<file path="config.mk">
export PLATFORM = sky130hd
export DESIGN_NAME = idle_pwrdn_ctrl
export DESIGN_NICKNAME = d
export VERILOG_FILES = /design/src/rtl/pd_pkg.sv /design/src/rtl/pd_timebase.sv /design/src/rtl/pd_idle_timer.sv /design/src/rtl/pd_standby_timer.sv /design/src/rtl/idle_pwrdn_ctrl.sv
export SDC_FILE = /design/constraint.sdc
export NUM_CORES = 1
export LEC_CHECK = 0
export ABC_AREA = 1
export ABC_CLOCK_PERIOD_IN_PS = 3900
export BUFFER_PORTS_ARGS = -buffer_cell sky130_fd_sc_hd__buf_2
export CAP_MARGIN = 20
export CORE_ASPECT_RATIO = 1.5
export CORE_UTILIZATION = 45
export DETAILED_ROUTE_END_ITERATION = 6
export PLACE_DENSITY = 0.65
export SYNTH_ARGS = -nofsm -noshare
export SYNTH_HDL_FRONTEND = slang
export SYNTH_HIERARCHICAL = 1
export SYNTH_SLANG_ARGS = --single-unit
</file>
<file path="constraint.sdc">
create_clock -name clk_i -period 3.9 [get_ports clk_i]
set_input_delay 0.195 -clock clk_i [delete_from_list [all_inputs] [get_ports clk_i]]
set_output_delay 0.195 -clock clk_i [all_outputs]
set_load 0.03 [all_outputs]
</file>
<file path="src/rtl/pd_pkg.sv">
package pd_pkg;
   typedef enum logic {
      PD_WORK  = 1'b0,
      PD_SLEEP = 1'b1
   } pd_state_e;
endpackage

</file>
<file path="src/rtl/pd_timebase.sv">
module pd_timebase #(
   parameter int unsigned SEC_PER_MIN = 60
) (
   input  logic clk_i,
   input  logic rst_ni,
   input  logic sec_tick_i,
   input  logic min_sel_i,
   output logic unit_tick_o
);
   logic min_tick;

   generate
      if (SEC_PER_MIN <= 1) begin : g_nodiv
         assign min_tick = sec_tick_i;
      end else begin : g_div
         localparam int unsigned DW = $clog2(SEC_PER_MIN);
         localparam logic [DW-1:0] LAST = DW'(SEC_PER_MIN - 1);
         logic [DW-1:0] sec_cnt_q;

         always_ff @(posedge clk_i or negedge rst_ni) begin
            if (!rst_ni) begin
               sec_cnt_q <= '0;
            end else if (sec_tick_i) begin
               sec_cnt_q <= (sec_cnt_q == LAST) ? '0 : sec_cnt_q + DW'(1);
            end
         end

         assign min_tick = sec_tick_i && (sec_cnt_q == LAST);
      end
   endgenerate

   assign unit_tick_o = min_sel_i ? min_tick : sec_tick_i;
endmodule

</file>
<file path="src/rtl/pd_idle_timer.sv">
module pd_idle_timer #(
   parameter int unsigned CNT_W = 8
) (
   input  logic             clk_i,
   input  logic             rst_ni,
   input  logic             enable_i,
   input  logic             activity_i,
   input  logic             tick_i,
   input  logic [CNT_W-1:0] load_i,
   output logic             sleep_o
);
   pd_pkg::pd_state_e state_q;
   logic [CNT_W-1:0]  cnt_q;
   logic              counting;

   // a zero load freezes the state; only a working timer counts
   assign counting = (load_i != '0) && tick_i && (state_q == pd_pkg::PD_WORK);

   always_ff @(posedge clk_i or negedge rst_ni) begin
      if (!rst_ni) begin
         cnt_q   <= '0;
         state_q <= pd_pkg::PD_WORK;
      end else if (!enable_i || activity_i) begin
         cnt_q   <= load_i;
         state_q <= pd_pkg::PD_WORK;
      end else if (counting) begin
         if (cnt_q <= CNT_W'(1)) begin
            cnt_q   <= '0;
            state_q <= pd_pkg::PD_SLEEP;
         end else begin
            cnt_q <= cnt_q - CNT_W'(1);
         end
      end
   end

   assign sleep_o = (state_q == pd_pkg::PD_SLEEP);
endmodule

</file>
<file path="src/rtl/pd_standby_timer.sv">
module pd_standby_timer #(
   parameter int unsigned CNT_W = 8
) (
   input  logic             clk_i,
   input  logic             rst_ni,
   input  logic             enable_i,
   input  logic             any_act_i,
   input  logic             all_asleep_i,
   input  logic             tick_i,
   input  logic [CNT_W-1:0] load_i,
   output logic             sleep_o
);
   pd_pkg::pd_state_e state_q;
   logic [CNT_W-1:0]  cnt_q;
   logic              armed_q;

   always_ff @(posedge clk_i or negedge rst_ni) begin
      if (!rst_ni) begin
         cnt_q   <= '0;
         armed_q <= 1'b0;
         state_q <= pd_pkg::PD_WORK;
      end else if (!enable_i || any_act_i || !all_asleep_i) begin
         cnt_q   <= load_i;
         armed_q <= 1'b0;
         state_q <= pd_pkg::PD_WORK;
      end else if (load_i == '0) begin
         cnt_q <= cnt_q;                 // frozen
      end else if (!armed_q) begin
         cnt_q   <= load_i;              // arm on entry to all-asleep
         armed_q <= 1'b1;
      end else if (tick_i && state_q == pd_pkg::PD_WORK) begin
         if (cnt_q <= CNT_W'(1)) begin
            cnt_q   <= '0;
            state_q <= pd_pkg::PD_SLEEP;
         end else begin
            cnt_q <= cnt_q - CNT_W'(1);
         end
      end
   end

   assign sleep_o = (state_q == pd_pkg::PD_SLEEP);
endmodule

</file>
<file path="src/rtl/idle_pwrdn_ctrl.sv">
module idle_pwrdn_ctrl #(
   parameter int unsigned NUM_PERIPH  = 4,
   parameter int unsigned CNT_W       = 8,
   parameter int unsigned SEC_PER_MIN = 60
) (
   input  logic                        clk_i,
   input  logic                        rst_ni,
   input  logic                        sec_tick_i,
   input  logic                        min_sel_i,
   input  logic                        chip_pm_en_i,
   input  logic [NUM_PERIPH-1:0]       periph_pm_en_i,
   input  logic [NUM_PERIPH-1:0]       activity_i,
   input  logic [NUM_PERIPH*CNT_W-1:0] periph_count_i,
   input  logic [CNT_W-1:0]            chip_count_i,
   output logic [NUM_PERIPH-1:0]       periph_sleep_o,
   output logic                        chip_sleep_o
);
   initial begin
      assert (NUM_PERIPH >= 1) else $fatal(1, "NUM_PERIPH must be at least 1");
      assert (CNT_W >= 2) else $fatal(1, "CNT_W must be at least 2");
      assert (SEC_PER_MIN >= 1) else $fatal(1, "SEC_PER_MIN must be at least 1");
   end

   logic unit_tick;

   pd_timebase #(.SEC_PER_MIN(SEC_PER_MIN)) u_timebase (
      .clk_i      (clk_i),
      .rst_ni     (rst_ni),
      .sec_tick_i (sec_tick_i),
      .min_sel_i  (min_sel_i),
      .unit_tick_o(unit_tick)
   );

   generate
      for (genvar i = 0; i < NUM_PERIPH; i++) begin : g_periph
         pd_idle_timer #(.CNT_W(CNT_W)) u_idle (
            .clk_i      (clk_i),
            .rst_ni     (rst_ni),
            .enable_i   (chip_pm_en_i && periph_pm_en_i[i]),
            .activity_i (activity_i[i]),
            .tick_i     (unit_tick),
            .load_i     (periph_count_i[i*CNT_W +: CNT_W]),
            .sleep_o    (periph_sleep_o[i])
         );
      end
   endgenerate

   pd_standby_timer #(.CNT_W(CNT_W)) u_standby (
      .clk_i        (clk_i),
      .rst_ni       (rst_ni),
      .enable_i     (chip_pm_en_i),
      .any_act_i    (|activity_i),
      .all_asleep_i (&periph_sleep_o),
      .tick_i       (unit_tick),
      .load_i       (chip_count_i),
      .sleep_o      (chip_sleep_o)
   );
endmodule

</file>
* Word level (Yosys, flattened, before mapping)
Cells that the tools add are included.
** Storage, ports and cells
- Register bits after elaboration :: 52
- Output and inout port bits :: 5
** Cells by class
- Add/subtract/negate cells :: 6
- Order comparisons :: 5
- Equality and inequality tests :: 3
- Muxes and demuxes :: 38
- Bitwise gates (word level) :: 5
- Reductions and logical operators :: 50
** Operators by type and width (count)
- 2-to-1 mux 8 bit :: 17
- less-or-equal comparator 8 x 1 -> 1 bit, second input constant :: 5
- subtractor 8 x 1 -> 8 bit, second input constant :: 5
- nonzero test 8 bit :: 4
- nonzero test 2 bit :: 11
- 2-to-1 mux 1 bit :: 20
- logical AND 1 bit :: 14
- AND reduction 2 bit :: 5
- logical NOT 8 bit :: 1
- AND reduction 4 bit :: 2
- adder 6 x 1 -> 6 bit, second input constant :: 1
- equality test 6 bit, second input constant :: 1
- logical NOT 1 bit :: 6
- logical OR 1 bit :: 6
- 2-to-1 mux 6 bit :: 1
- NOT 1 bit :: 5
- OR reduction 4 bit :: 1
- != test 3 bit, second input constant :: 1
- != test 2 x 1 -> 1 bit, second input constant :: 1

* Depth between registers and ports, before layout
Gate-level depths: netlist (run 1).
- Depth after elaboration :: 8
- Gate-level depth with buffers :: 11
- Mapped depth without buffers :: 11

* Hierarchy
Netlist (run 1), hierarchy kept.
** By module, submodules not included
- pd_idle_timer :: times used 4, cells an instance 110, area an instance 693.2 µm²
- pd_standby_timer :: times used 1, cells an instance 124, area an instance 792.0 µm²
- pd_timebase :: times used 1, cells an instance 41, area an instance 310.3 µm²
- idle_pwrdn_ctrl :: times used 1, cells an instance 14, area an instance 52.6 µm²

* Least setup slack after synthesis (run 1)
Ideal clock, no wire load.
- Path type :: reg-to-reg
- Start point :: register u_timebase.g_div.sec_cnt_q[0]
- End point :: register u_standby.cnt_q[5]
- Arrival time :: 1.799 ns
- Data required time :: 3.784 ns
- Setup slack :: 1.985 ns
- Cell stages (with the launch flop) :: 12
- Buffers on the path :: 0
- Path through :: dfrtp_1 -> ha_1 -> nand2_1 -> nor2_1 -> nand2_1 -> o21ai_0 -> nand2_1 -> nand3_1 -> nand2_4 -> inv_4 -> nor2_2 -> nor2_2
** Between the ends
- Longest elaborated chain between the ends :: 6
** RTL lines
- start: declaration :: line pd_timebase.sv:18 : logic [DW-1:0] sec_cnt_q;
- start signal: assignment :: line pd_timebase.sv:24 : sec_cnt_q <= (sec_cnt_q == LAST) ? '0 : sec_cnt_q + DW'(1);
- equality test 6 bit :: line pd_timebase.sv:28 : assign min_tick = sec_tick_i && (sec_cnt_q == LAST);
- logical AND 1 bit :: line pd_timebase.sv:28
- 2-to-1 mux 1 bit :: line pd_timebase.sv:32 : assign unit_tick_o = min_sel_i ? min_tick : sec_tick_i;
- named net unit_tick :: line idle_pwrdn_ctrl.sv:24 : logic unit_tick;
- logical AND 1 bit :: line pd_standby_timer.sv:31 : end else if (tick_i && state_q == pd_pkg::PD_WORK) begin
- != test 3 bit (no source line)
- AND reduction 2 bit (no source line)
- end signal: assignment :: line pd_standby_timer.sv:27 : cnt_q <= cnt_q;
- end signal: assignment :: line pd_standby_timer.sv:29 : cnt_q <= load_i;
- end signal: assignment :: line pd_standby_timer.sv:36 : cnt_q <= cnt_q - CNT_W'(1);
- end: declaration :: line pd_standby_timer.sv:14 : logic [CNT_W-1:0] cnt_q;
The timed path passes the listed nets, and every way through them passes these cells.
A chain may end at the register's enable or synchronous reset.

* Worst setup path after layout (run 1)
- Start point :: register u_timebase.g_div.sec_cnt_q[0]
- End point :: register g_periph[0].u_idle.cnt_q[2]
** Between the ends
- Longest elaborated chain between the ends :: 6
** RTL lines
- equality test 6 bit :: line pd_timebase.sv:28
- logical AND 1 bit :: line pd_timebase.sv:28
- 2-to-1 mux 1 bit :: line pd_timebase.sv:32
- named net unit_tick :: line idle_pwrdn_ctrl.sv:24
- logical AND 1 bit (2 in series) :: line pd_idle_timer.sv:17 : assign counting = (load_i != '0) && tick_i && (state_q == pd_pkg::PD_WORK);
- nonzero test 2 bit (no source line)
- end signal: assignment :: line pd_idle_timer.sv:24 : cnt_q <= load_i;
- end signal: assignment :: line pd_idle_timer.sv:31 : cnt_q <= cnt_q - CNT_W'(1);
- end: declaration :: line pd_idle_timer.sv:13 : logic [CNT_W-1:0] cnt_q;
The timed path passes the listed nets, and every way through them passes these cells.

==> metrics.yaml, run 1 <==
route:
  drc: 0
  ant_nets: 0
  vias: 3958
  via_per_inst: 5.00
  wl_per_cell_um: 12.3
  drt-initial-drc-count: 222
  dr.pass1.iters: 5
  routed_wl_um: 9760
critical_path:
  critPathKind: "register to register"
  cp_max_fo: 10
  startpoint_type: "register"
  endpoint_kind: "register"
  cp_data_required_time_ps: 4120
  worstPathArrival_ps: 2380
floorplanning:
  die-area_um2: 9110
  start_util_pct: 46.4
  coreArea_um2: 8460
  pin_count: 58
  fp-row-count: 41
  fp.dieW_um: 78.3
  die_h_um: 116
layout:
  multiInputGateArea_um2: 2320
  antennaDiodeCount: 0
  final_core_util_pct: 53.1
  finalNonFillerCells: 791
  final_layout_size_suffix_gt1_share_pct: 15.8
  fill_cells: 877
  register_area_um2: 1300
  areaGrowthSynthToFinish_pct: 14.3
  fin_nets: 748
clock_tree:
  cts_made_buffers: 5
  clk_pin_slew_worst_paths_ps: 70
  cts_sinks: 52
  clkLatencyLatePin_ps: 300
  ctsResizeCount: 0
  cts_tree: "yes"
  cts_root_buffer: "clkbuf_16"
  cts_buffer_depth: 2
  h-tree-depth: 2
  cts_setup_buffers: 0
  ctsHoldBuffers: 1
yosys:
  netlist.area_leader.share_pct: 33.1
  synth_most_common_cell: "nand2_1"
  synthTopCellsByCount: "266 x nand2_1, 72 x nor2_1, 61 x inv_1, 55 x nand3_1, 52 x dfrtp_1"
  ys.flop_type: "dfrtp_1"
  async_flop_share_pct: 100
  netlist_area_um2: 3930
  synth_edf_count: 0
  netlist_instances: 619
  ys_warn_count: 6
  syn_area_per_cell_um2: 6.34
  seq_area_frac_synth_pct: 33.1
  synth_nets: 683
  ys_ff_latch: 52
  synth.distinct_cells: 24
  synth_top_area_cell: "dfrtp_1"
  synth_area_leaders: "dfrtp_1 33%, nand2_1 25%, nand3_1 7.0%"
placed_design:
  place_inst: 783
  dp_hpwl_um: 7660
  globalplace.congestion: 0.901
  io_buffers: 57
sta:
  fin_crit_sh_pct: 55.3
  hold_viol_final: 0
  setup_tns_ps: 0
  maxSlewHeadroom_pct: 39.5
  setup_viol: 0
  final_max_slew_viol_count: 0
  rsz0062_at_grt: "no"
  skew_ps: 5.44
  worstMarginPinSlew_ps: 901
  period_needed_ps: 2160
  clock.fmax_mhz: 464
job:
  maxCapViolations: 0
pwr:
  vdd_drop_max_v: 0.000210
  clockPowerShare_pct: 29.2
  switching_share_pct: 33.9
  power_density_nw_per_um2: 330
  net-switching-power_mw: 0.502
  intPower_mw: 0.980
  share_seq_of_total_power_pct: 46.1
  power_leakage_nw: 2.49
  p_comb_share_pct: 24.7
global_routing:
  grt_pass1_wl_um: 16500
  grt_max_degree: 42
  grt_overflow: 0
  grt_use_total_pct: 23.0
  grt_pass1_vias: 3825
  grt_antenna_before_repair: 0
outcome:
  outcome: "finished clean"
hold_path:
  min_path_type: "input port to register"
power by group through the flow:
stage | registers (mW) | logic, mW | clock network [mW]
3_5_place_dp | 0.690 | 0.367 | 0
3_3_place_gp | 0.687 | 0.358 | 0
6_report | 0.682 | 0.366 | 0.433
4_1_cts | 0.680 | 0.369 | 0.450
5_1_grt | 0.691 | 0.429 | 0.469
2_1_floorplan | 0.672 | 0.263 | 0
cells in the final DEF, fill, tap and decap left out, types with 6 or more instances in the layout:
cell type	synthesis	layout
nand2_1	266	266
nor2_1	72	72
inv_1	61	61
buf_2	0	57
nand3_1	55	55
dfrtp_1	52	52
o21ai_0	26	25
nor2_2	12	12
ha_1	11	11
o21ai_1	9	10
nand4_1	7	7
a21oi_1	7	7
nor2_4	6	6
path summary, 6_finish.rpt:
kind / startpoint / end / slack [ps] / depth (start not counted)
max: u_timebase/g_div.sec_cnt_q[0] / g_periph[0].u_idle/cnt_q[2] / 1740 / 9
min: sec_tick_i / u_timebase/g_div.sec_cnt_q[1] / 190 / 3
max reg2reg: u_timebase/g_div.sec_cnt_q[0] / g_periph[0].u_idle/cnt_q[2] / 1740 / 9
min reg2reg: u_timebase/g_div.sec_cnt_q[1] / u_timebase/g_div.sec_cnt_q[1] / 510 / 2
max in group asynchronous: rst_ni / g_periph[3].u_idle/cnt_q[6] / 2740 / 3
min in group asynchronous: rst_ni / g_periph[1].u_idle/cnt_q[3] / 310 / 2
metrics by stage:
step                hold WS (ps)  total power [mW]  setup slack, ps  area (µm²)
finish                       192              1.48             1740        4490
global route                 204              1.59             1430        4490
CTS                          186              1.50             1710        4490
detailed placement          93.9              1.06             1720        4340
global placement            93.6              1.05             1810        4340
floorplan                   -101             0.935             1980        3930
kinds of logic (layout without fill, tap and decap cells):
group / after synthesis / count (layout) / share of synthesized area [%]
xor+xnor: 4 / 4 / 0.892
compound gates: 47 / 47 / 6.31
fa+ha+maj: 11 / 11 / 3.50
simple gates: 433 / 433 / 48.5
buf+inv: 72 / 137 / 7.68
flops: 52 / 52 / 33.1
registers in the layout, summed over array words and instances, names as in the netlist:
register / count
u_standby/cnt_q: 8
g_periph.u_idle/sleep_o: 4
u_timebase/g_div.sec_cnt_q: 6
g_periph.u_idle/cnt_q: 32
u_standby/sleep_o: 1
u_standby/armed_q: 1
area by class of cell:
cell class	count	area share [%]
Inverter	71	6.46
Clock inverter	2	0.279
Clock buffer	5	2.79
Tap cell	107	2.98
Timing Repair Buffer	59	6.74
Multi-Input combinational cell	495	51.8
Sequential cell	52	29.0
worst max-delay path, cell delays in order, from the launching register on:
cell,delay (ps)
dfrtp_1,380
ha_1,180
nand2_1,80
nor2_1,90
nand2_1,90
o21ai_1,490
nand3_2,330
nand2_2,280
nand2_1,80
o21ai_1,70
routing by layer:
layer,up-vias,routed length [µm],part of all wire (%),GRT usage (%)
met5,-,0,0,0
met4,0,206,2.1,9.38
met3,14,337,3.5,3.05
met2,83,5320,55,45.8
met1,1796,3900,40,24.0
li1,2065,-,-,-
Power figures use the tool's default switching activity.
==> run 2, diff against run 1 <==
--- a/config.mk
+++ b/config.mk
@@ -5,14 +5,14 @@
 export SDC_FILE = /design/constraint.sdc
 export NUM_CORES = 1
 export LEC_CHECK = 0
-export ABC_AREA = 1
-export ABC_CLOCK_PERIOD_IN_PS = 3900
+export ABC_AREA = 0
+export ABC_CLOCK_PERIOD_IN_PS = 2140
 export BUFFER_PORTS_ARGS = -buffer_cell sky130_fd_sc_hd__buf_2
 export CAP_MARGIN = 20
 export CORE_ASPECT_RATIO = 1.5
 export CORE_UTILIZATION = 45
 export DETAILED_ROUTE_END_ITERATION = 6
-export PLACE_DENSITY = 0.65
+export PLACE_DENSITY = 0.66
 export SYNTH_ARGS = -nofsm -noshare
 export SYNTH_HDL_FRONTEND = slang
 export SYNTH_HIERARCHICAL = 1
==> constraint.sdc (replaced) <==
create_clock -name clk_i -period 2.14 [get_ports clk_i]
set_input_delay 0.107 -clock clk_i [delete_from_list [all_inputs] [get_ports clk_i]]
set_output_delay 0.107 -clock clk_i [all_outputs]
set_load 0.03 [all_outputs]
==> run 2 against run 1 <==
Net effect:
- wire length down 12%
- sequential power up 80%
- area after synthesis down 13%
- global-route usage up 0.31 points
- first-iteration DRC count down 3.6%
- power up 59%
- die area down 13%
- combinational power up 48%
- critical path depth unchanged
- sequential cell count unchanged
- sequential share of layout area up 2.6 points
- highest routed layer unchanged
==> metrics.yaml, run 2 <==
critical_path:
  r2r_start: "u_timebase/g_div.sec_cnt_q[1]"
  critPathKind: "register to register"
  endpoint_kind: "register"
  path_cells: "ha_2 > nand2_2 > nor3_4 > buf_4 > a21o_4 > a21boi_1 > nand2_1 > or3_1 > a31oi_1"
  path_buf_inv: 1
  slowest_delay_ps: 390
  startpoint_type: "register"
  crit_start: "u_timebase/g_div.sec_cnt_q[1]"
  path_delay_family: "simple AND/OR/NAND/NOR gates"
  cp_max_fo: 5
  cp_slowest_cell: "dfrtp_1"
  cp_data_required_time_ps: 2370
  worstPathArrival_ps: 2240
yosys:
  synth_top_area_cell: "dfrtp_1"
  synth_edf_count: 0
  syn_area_per_cell_um2: 9.03
  seq_area_frac_synth_pct: 38.2
  netlist.area_leader.share_pct: 38.2
  ys_ff_latch: 52
  synth.distinct_cells: 55
  synth_nets: 441
  synthTopCellsByCount: "52 x dfrtp_1, 47 x nand2_1, 43 x nor2_1, 20 x a21oi_1, 14 x nand2b_1"
  ys.flop_type: "dfrtp_1"
  ys_warn_count: 6
  synth_area_leaders: "dfrtp_1 38%, nand2_1 5.2%, nor2_1 4.7%"
  async_flop_share_pct: 100
  netlist_area_um2: 3410
  netlist_instances: 377
  synth_most_common_cell: "dfrtp_1"
layout:
  areaGrowthSynthToFinish_pct: 20.8
  fill_cells: 702
  layout_commonest_cell: "buf_2"
  final_core_util_pct: 56.6
  fin_nets: 518
  mostFrequentLayoutCells: "57 x buf_2, 52 x dfrtp_1, 46 x nand2_1, 43 x nor2_1, 21 x buf_4"
  final_layout_size_suffix_gt1_share_pct: 26.8
  largest_reg_flops: 32
  multiInputGateArea_um2: 2100
  antennaDiodeCount: 0
  top_regs: "g_periph.u_idle/cnt_q x32, u_standby/cnt_q x8, u_timebase/g_div.sec_cnt_q x6"
  finalNonFillerCells: 555
  finalInstanceArea_um2: 4120
  regMostFlops: "g_periph.u_idle/cnt_q"
  register_area_um2: 1300
global_routing:
  met2_usage_pct: 40.9
  grt_antenna_before_repair: 0
  grt_use_total_pct: 23.3
  grt_pass1_wl_um: 14400
  use_met1_pct: 28.4
  gr-max-usage-layer: "met2"
  grt_pass1_vias: 3157
  met3_usage_pct: 3.63
  grt_max_degree: 29
  grt_overflow: 0
pwr:
  vdd_drop_max_v: 0.000255
  power_leakage_nw: 1.73
  power_density_nw_per_um2: 572
  fin_total_pwr_mw: 2.35
job:
  maxCapViolations: 0
floorplanning:
  fp-row-count: 38
  coreArea_um2: 7270
  fp.dieW_um: 73.0
  die-area_um2: 7930
  die_h_um: 109
  start_util_pct: 46.8
  pin_count: 58
placed_design:
  io_buffers: 57
  dp_slack_ps: -33.8
  placed_area_um2: 3930
  globalplace.congestion: 0.849
  place_inst: 544
  dp_hpwl_um: 6500
sta:
  hold_viol_final: 0
  worstMarginPinSlew_ps: 970
  final_max_slew_viol_count: 0
  rsz0062_at_grt: "no"
  layout_setup_ws_ps: 136
  setup_tns_ps: 0
  clock.fmax_mhz: 499
  holdWs_ps: 16.2
  setup_viol: 0
  skew_ps: 8.53
  fin_crit_sh_pct: 93.7
  maxSlewHeadroom_pct: 34.7
  period_needed_ps: 2000
route:
  wl_per_cell_um: 15.4
  routed_wl_um: 8550
  vias: 3171
  ant_nets: 0
  drc: 0
  drt-initial-drc-count: 214
  dr.pass1.iters: 4
  via_per_inst: 5.71
clock_tree:
  cts_made_buffers: 5
  cts_buffer_depth: 2
  h-tree-depth: 2
  cts_tree: "yes"
  clkLatencyLatePin_ps: 300
  cts_root_buffer: "clkbuf_8"
  cts_sinks: 52
  clk_pin_slew_worst_paths_ps: 90
hold_path:
  hp-start: "periph_count_i[20]"
  min_path_type: "input port to register"
outcome:
  outcome: "finished clean"
[run 2: cell count changes in the layout (fill, tap and decap cells not counted), sizes merged, moves of 8 or more]
cell	previous run	this run
nand3	59	10
or3	0	11
nor4	0	11
o21ai	35	14
inv	70	11
nor2	94	44
nand2b	0	14
a21oi	7	20
nor3	0	17
nand2	273	47
buf	58	78
nor4b	0	8
a22oi	0	11
[run 2: metal layers]
layer | vias up | share of wire, %
li1 | 1564 | -
met4 | 0 | 2.2
met2 | 69 | 51
met3 | 15 | 3.5
met1 | 1523 | 43
met5 | - | 0
[run 2: final timing paths]
kind / to / slack, ps / cells after the start
min in group asynchronous: g_periph[1].u_idle/cnt_q[0] / 360 / 2
min: g_periph[2].u_idle/cnt_q[4] / 20 / 3
max in group asynchronous: u_timebase/g_div.sec_cnt_q[3] / 1110 / 3
max reg2reg: g_periph[3].u_idle/cnt_q[7] / 140 / 9
max: g_periph[3].u_idle/cnt_q[7] / 140 / 9
min reg2reg: u_standby/sleep_o / 530 / 2
[run 2: where the power goes]
group,switching [mW],internal [mW]
combinational,0.285,0.256
sequential,0.139,1.09
clock,0.322,0.265
total,0.746,1.61
[run 2: tightest hold or removal path, stage by stage]
cell and delay [ps]:
buf_2 90, nand2_1 40, nand3_1 50
[run 2: what timing repair did]
item | 4_1_cts | 5_1_grt
resized for setup | 4 | 8
setup endpoints to repair | 4 | 36
gates cloned | 1 | 0
setup buffers | 0 | 1
pin swaps | 0 | 1
endpoints found under the hold margin | 26 | 0
hold buffers | 1 | 0
[run 2: logic make-up (layout without fill, tap and decap cells)]
| logic type | Yosys count | in the layout | share of synthesized area (%) |
|---|---|---|---|
| XOR/XNOR | 3 | 3 | 0.772 |
| flip-flops | 52 | 52 | 38.2 |
| adder cells (fa/ha/maj) | 11 | 11 | 4.04 |
| multiplexers | 7 | 7 | 2.13 |
| buffers and inverters | 21 | 98 | 2.76 |
| AND/OR/NAND/NOR | 188 | 188 | 32.2 |
| AO/OA/AOI/OAI | 95 | 96 | 19.9 |
[run 2: final cells by class]
cell class / instances / share of cell area (%)
inverter: 11 / 1.00
timing repair buffer: 79 / 11.0
sequential: 52 / 31.6
clock buffer: 8 / 2.19
tap: 100 / 3.04
multi-input combinational: 305 / 51.1
==> run 3, diff against run 2 <==
--- a/config.mk
+++ b/config.mk
@@ -6,7 +6,7 @@
 export NUM_CORES = 1
 export LEC_CHECK = 0
 export ABC_AREA = 0
-export ABC_CLOCK_PERIOD_IN_PS = 2140
+export ABC_CLOCK_PERIOD_IN_PS = 2200
 export BUFFER_PORTS_ARGS = -buffer_cell sky130_fd_sc_hd__buf_2
 export CAP_MARGIN = 20
 export CORE_ASPECT_RATIO = 1.5
==> constraint.sdc (replaced) <==
create_clock -name clk_i -period 2.2 [get_ports clk_i]
set_input_delay 0.11 -clock clk_i [delete_from_list [all_inputs] [get_ports clk_i]]
set_output_delay 0.11 -clock clk_i [all_outputs]
set_load 0.03 [all_outputs]
==> run 3 against run 2 <==
Net effect:
- cell count up 0.54%
- largest cell class unchanged
- sequential power down 3%
- critical endpoint is now u_standby/cnt_q[1]
- sequential share of layout area down 0.13 points
==> metrics.yaml, run 3 (synthesis results as in run 2) <==
pwr:
  clockPowerShare_pct: 27.9
  vdd_drop_max_v: 0.000366
  net-switching-power_mw: 0.736
  share_seq_of_total_power_pct: 49.9
  switching_share_pct: 30.8
  power_density_nw_per_um2: 578
  power_leakage_nw: 1.76
  intPower_mw: 1.65
  p_comb_share_pct: 22.2
global_routing:
  grt_overflow: 0
  grt_pass1_wl_um: 14500
  grt_antenna_before_repair: 0
  grt_pass1_vias: 3156
  grt_use_total_pct: 23.7
  grt_max_degree: 25
layout:
  top_regs: "g_periph.u_idle/cnt_q x32, u_standby/cnt_q x8, u_timebase/g_div.sec_cnt_q x6"
  final_layout_size_suffix_gt1_share_pct: 26.2
  final_core_util_pct: 56.8
  fill_cells: 669
  layout_commonest_cell: "buf_2"
  register_area_um2: 1300
  mostFrequentLayoutCells: "57 x buf_2, 52 x dfrtp_1, 46 x nand2_1, 43 x nor2_1, 23 x buf_4"
  areaGrowthSynthToFinish_pct: 21.3
  antennaDiodeCount: 0
  multiInputGateArea_um2: 2080
  fin_nets: 521
  largest_reg_flops: 32
  regMostFlops: "g_periph.u_idle/cnt_q"
hold_path:
  hp-start: "periph_count_i[20]"
  whs_endpoint: "g_periph[2].u_idle/cnt_q[4]"
  worstHoldPathCells: 3
  min_path_type: "input port to register"
sta:
  holdWs_ps: 16.1
  clock.fmax_mhz: 477
  final_max_slew_viol_count: 0
  setup_viol: 0
  worstMarginPinSlew_ps: 730
  period_needed_ps: 2100
  maxSlewHeadroom_pct: 50.9
  skew_ps: 8.84
  fin_crit_sh_pct: 95.3
  hold_viol_final: 0
placed_design:
  dp_hpwl_um: 6610
  globalplace.congestion: 0.849
  io_buffers: 57
floorplanning:
  pin_count: 58
  fp.dieW_um: 73.0
  coreArea_um2: 7270
  start_util_pct: 46.8
  die-area_um2: 7930
  die_h_um: 109
  fp-row-count: 38
route:
  routed_wl_um: 8630
  drc: 0
  via_per_inst: 5.76
  dr.pass1.iters: 4
  drt-initial-drc-count: 97
  ant_nets: 0
  wl_per_cell_um: 15.5
  vias: 3212
critical_path:
  cp_data_required_time_ps: 2420
  endpoint_kind: "register"
  cp_max_fo: 7
  r2r_start: "u_timebase/g_div.sec_cnt_q[1]"
  critPathKind: "register to register"
  worstPathArrival_ps: 2310
  rr_endpoint: "u_standby/cnt_q[1]"
  ff2ff_setup_slack_ps: 100
  ff2ff_path_depth: 10
  startpoint_type: "register"
clock_tree:
  cts_made_buffers: 5
  clkLatencyLatePin_ps: 320
  cts_tree: "yes"
  cts_root_buffer: "clkbuf_8"
  clk_pin_slew_worst_paths_ps: 100
  cts_buffer_depth: 2
  cts_sinks: 52
  h-tree-depth: 2
job:
  maxCapViolations: 0
outcome:
  outcome: "finished clean"
## run 3: power by group through the flow
stage / registers, mW / logic (mW) / clock network (mW)
5_1_grt: 1.21 / 0.605 / 0.715
3_5_place_dp: 1.21 / 0.478 / 0
3_3_place_gp: 1.20 / 0.468 / 0
4_1_cts: 1.19 / 0.483 / 0.687
2_1_floorplan: 1.17 / 0.319 / 0
6_report: 1.19 / 0.532 / 0.665
## run 3: worst max-delay path by stage
stage | depth (start not counted) | endpoint | from
floorplan | 8 | u_standby/cnt_q[1] | u_timebase/g_div.sec_cnt_q[0]
global placement | 9 | g_periph[0].u_idle/cnt_q[6] | u_timebase/g_div.sec_cnt_q[0]
detailed placement | 9 | g_periph[0].u_idle/cnt_q[6] | u_timebase/g_div.sec_cnt_q[0]
CTS | 9 | g_periph[0].u_idle/cnt_q[6] | u_timebase/g_div.sec_cnt_q[0]
global route | 11 | u_standby/cnt_q[0] | u_timebase/g_div.sec_cnt_q[1]
finish | 10 | u_standby/cnt_q[1] | u_timebase/g_div.sec_cnt_q[1]
## run 3: what timing repair did
item | CTS | global route
hold buffers | 2 | 0
hold endpoints to repair | 23 | 0
endpoints found under the setup margin | 0 | 30
resized for setup | 0 | 8
setup buffers | 0 | 4
## run 3: through the flow
stage,TNS (ps),worst slack (ps),total power [mW],instance area (µm²),cells
after floorplan,0,28.3,1.49,3420,377
after global placement,0,106,1.67,3920,543
after detailed placement,-3.93,-3.93,1.69,3920,543
after CTS,0,5.34,2.36,4050,553
after global routing,-1.36,-1.36,2.53,4130,558
final,0,103,2.39,4130,558
## run 3: routing by layer
| layer | wire (µm) | GRT usage (%) | part of all wire, % | up-vias |
|---|---|---|---|---|
| li1 | - | - | - | 1570 |
| met1 | 3570 | 28.6 | 41 | 1522 |
| met2 | 4370 | 40.9 | 51 | 100 |
| met3 | 445 | 4.19 | 5.2 | 20 |
| met4 | 244 | 9.94 | 2.8 | 0 |
| met5 | 0 | 0 | 0 | - |
## run 3: final cells by class
cell class	count	area share, %
tap	100	3.03
clock inverter	2	0.848
sequential	52	31.5
clock buffer	6	1.76
timing repair buffer	82	11.6
multi-input combinational	305	50.3
inverter	11	0.999
## run 3: critical path, cell delays in order, from the launching register on
cell	delay [ps]
dfrtp_1	420
ha_1	230
nand2_2	100
nor3_4	50
a21o_4	220
buf_4	140
nand2b_1	60
a22oi_1	60
buf_4	200
nor2_4	170
mux2_2	350
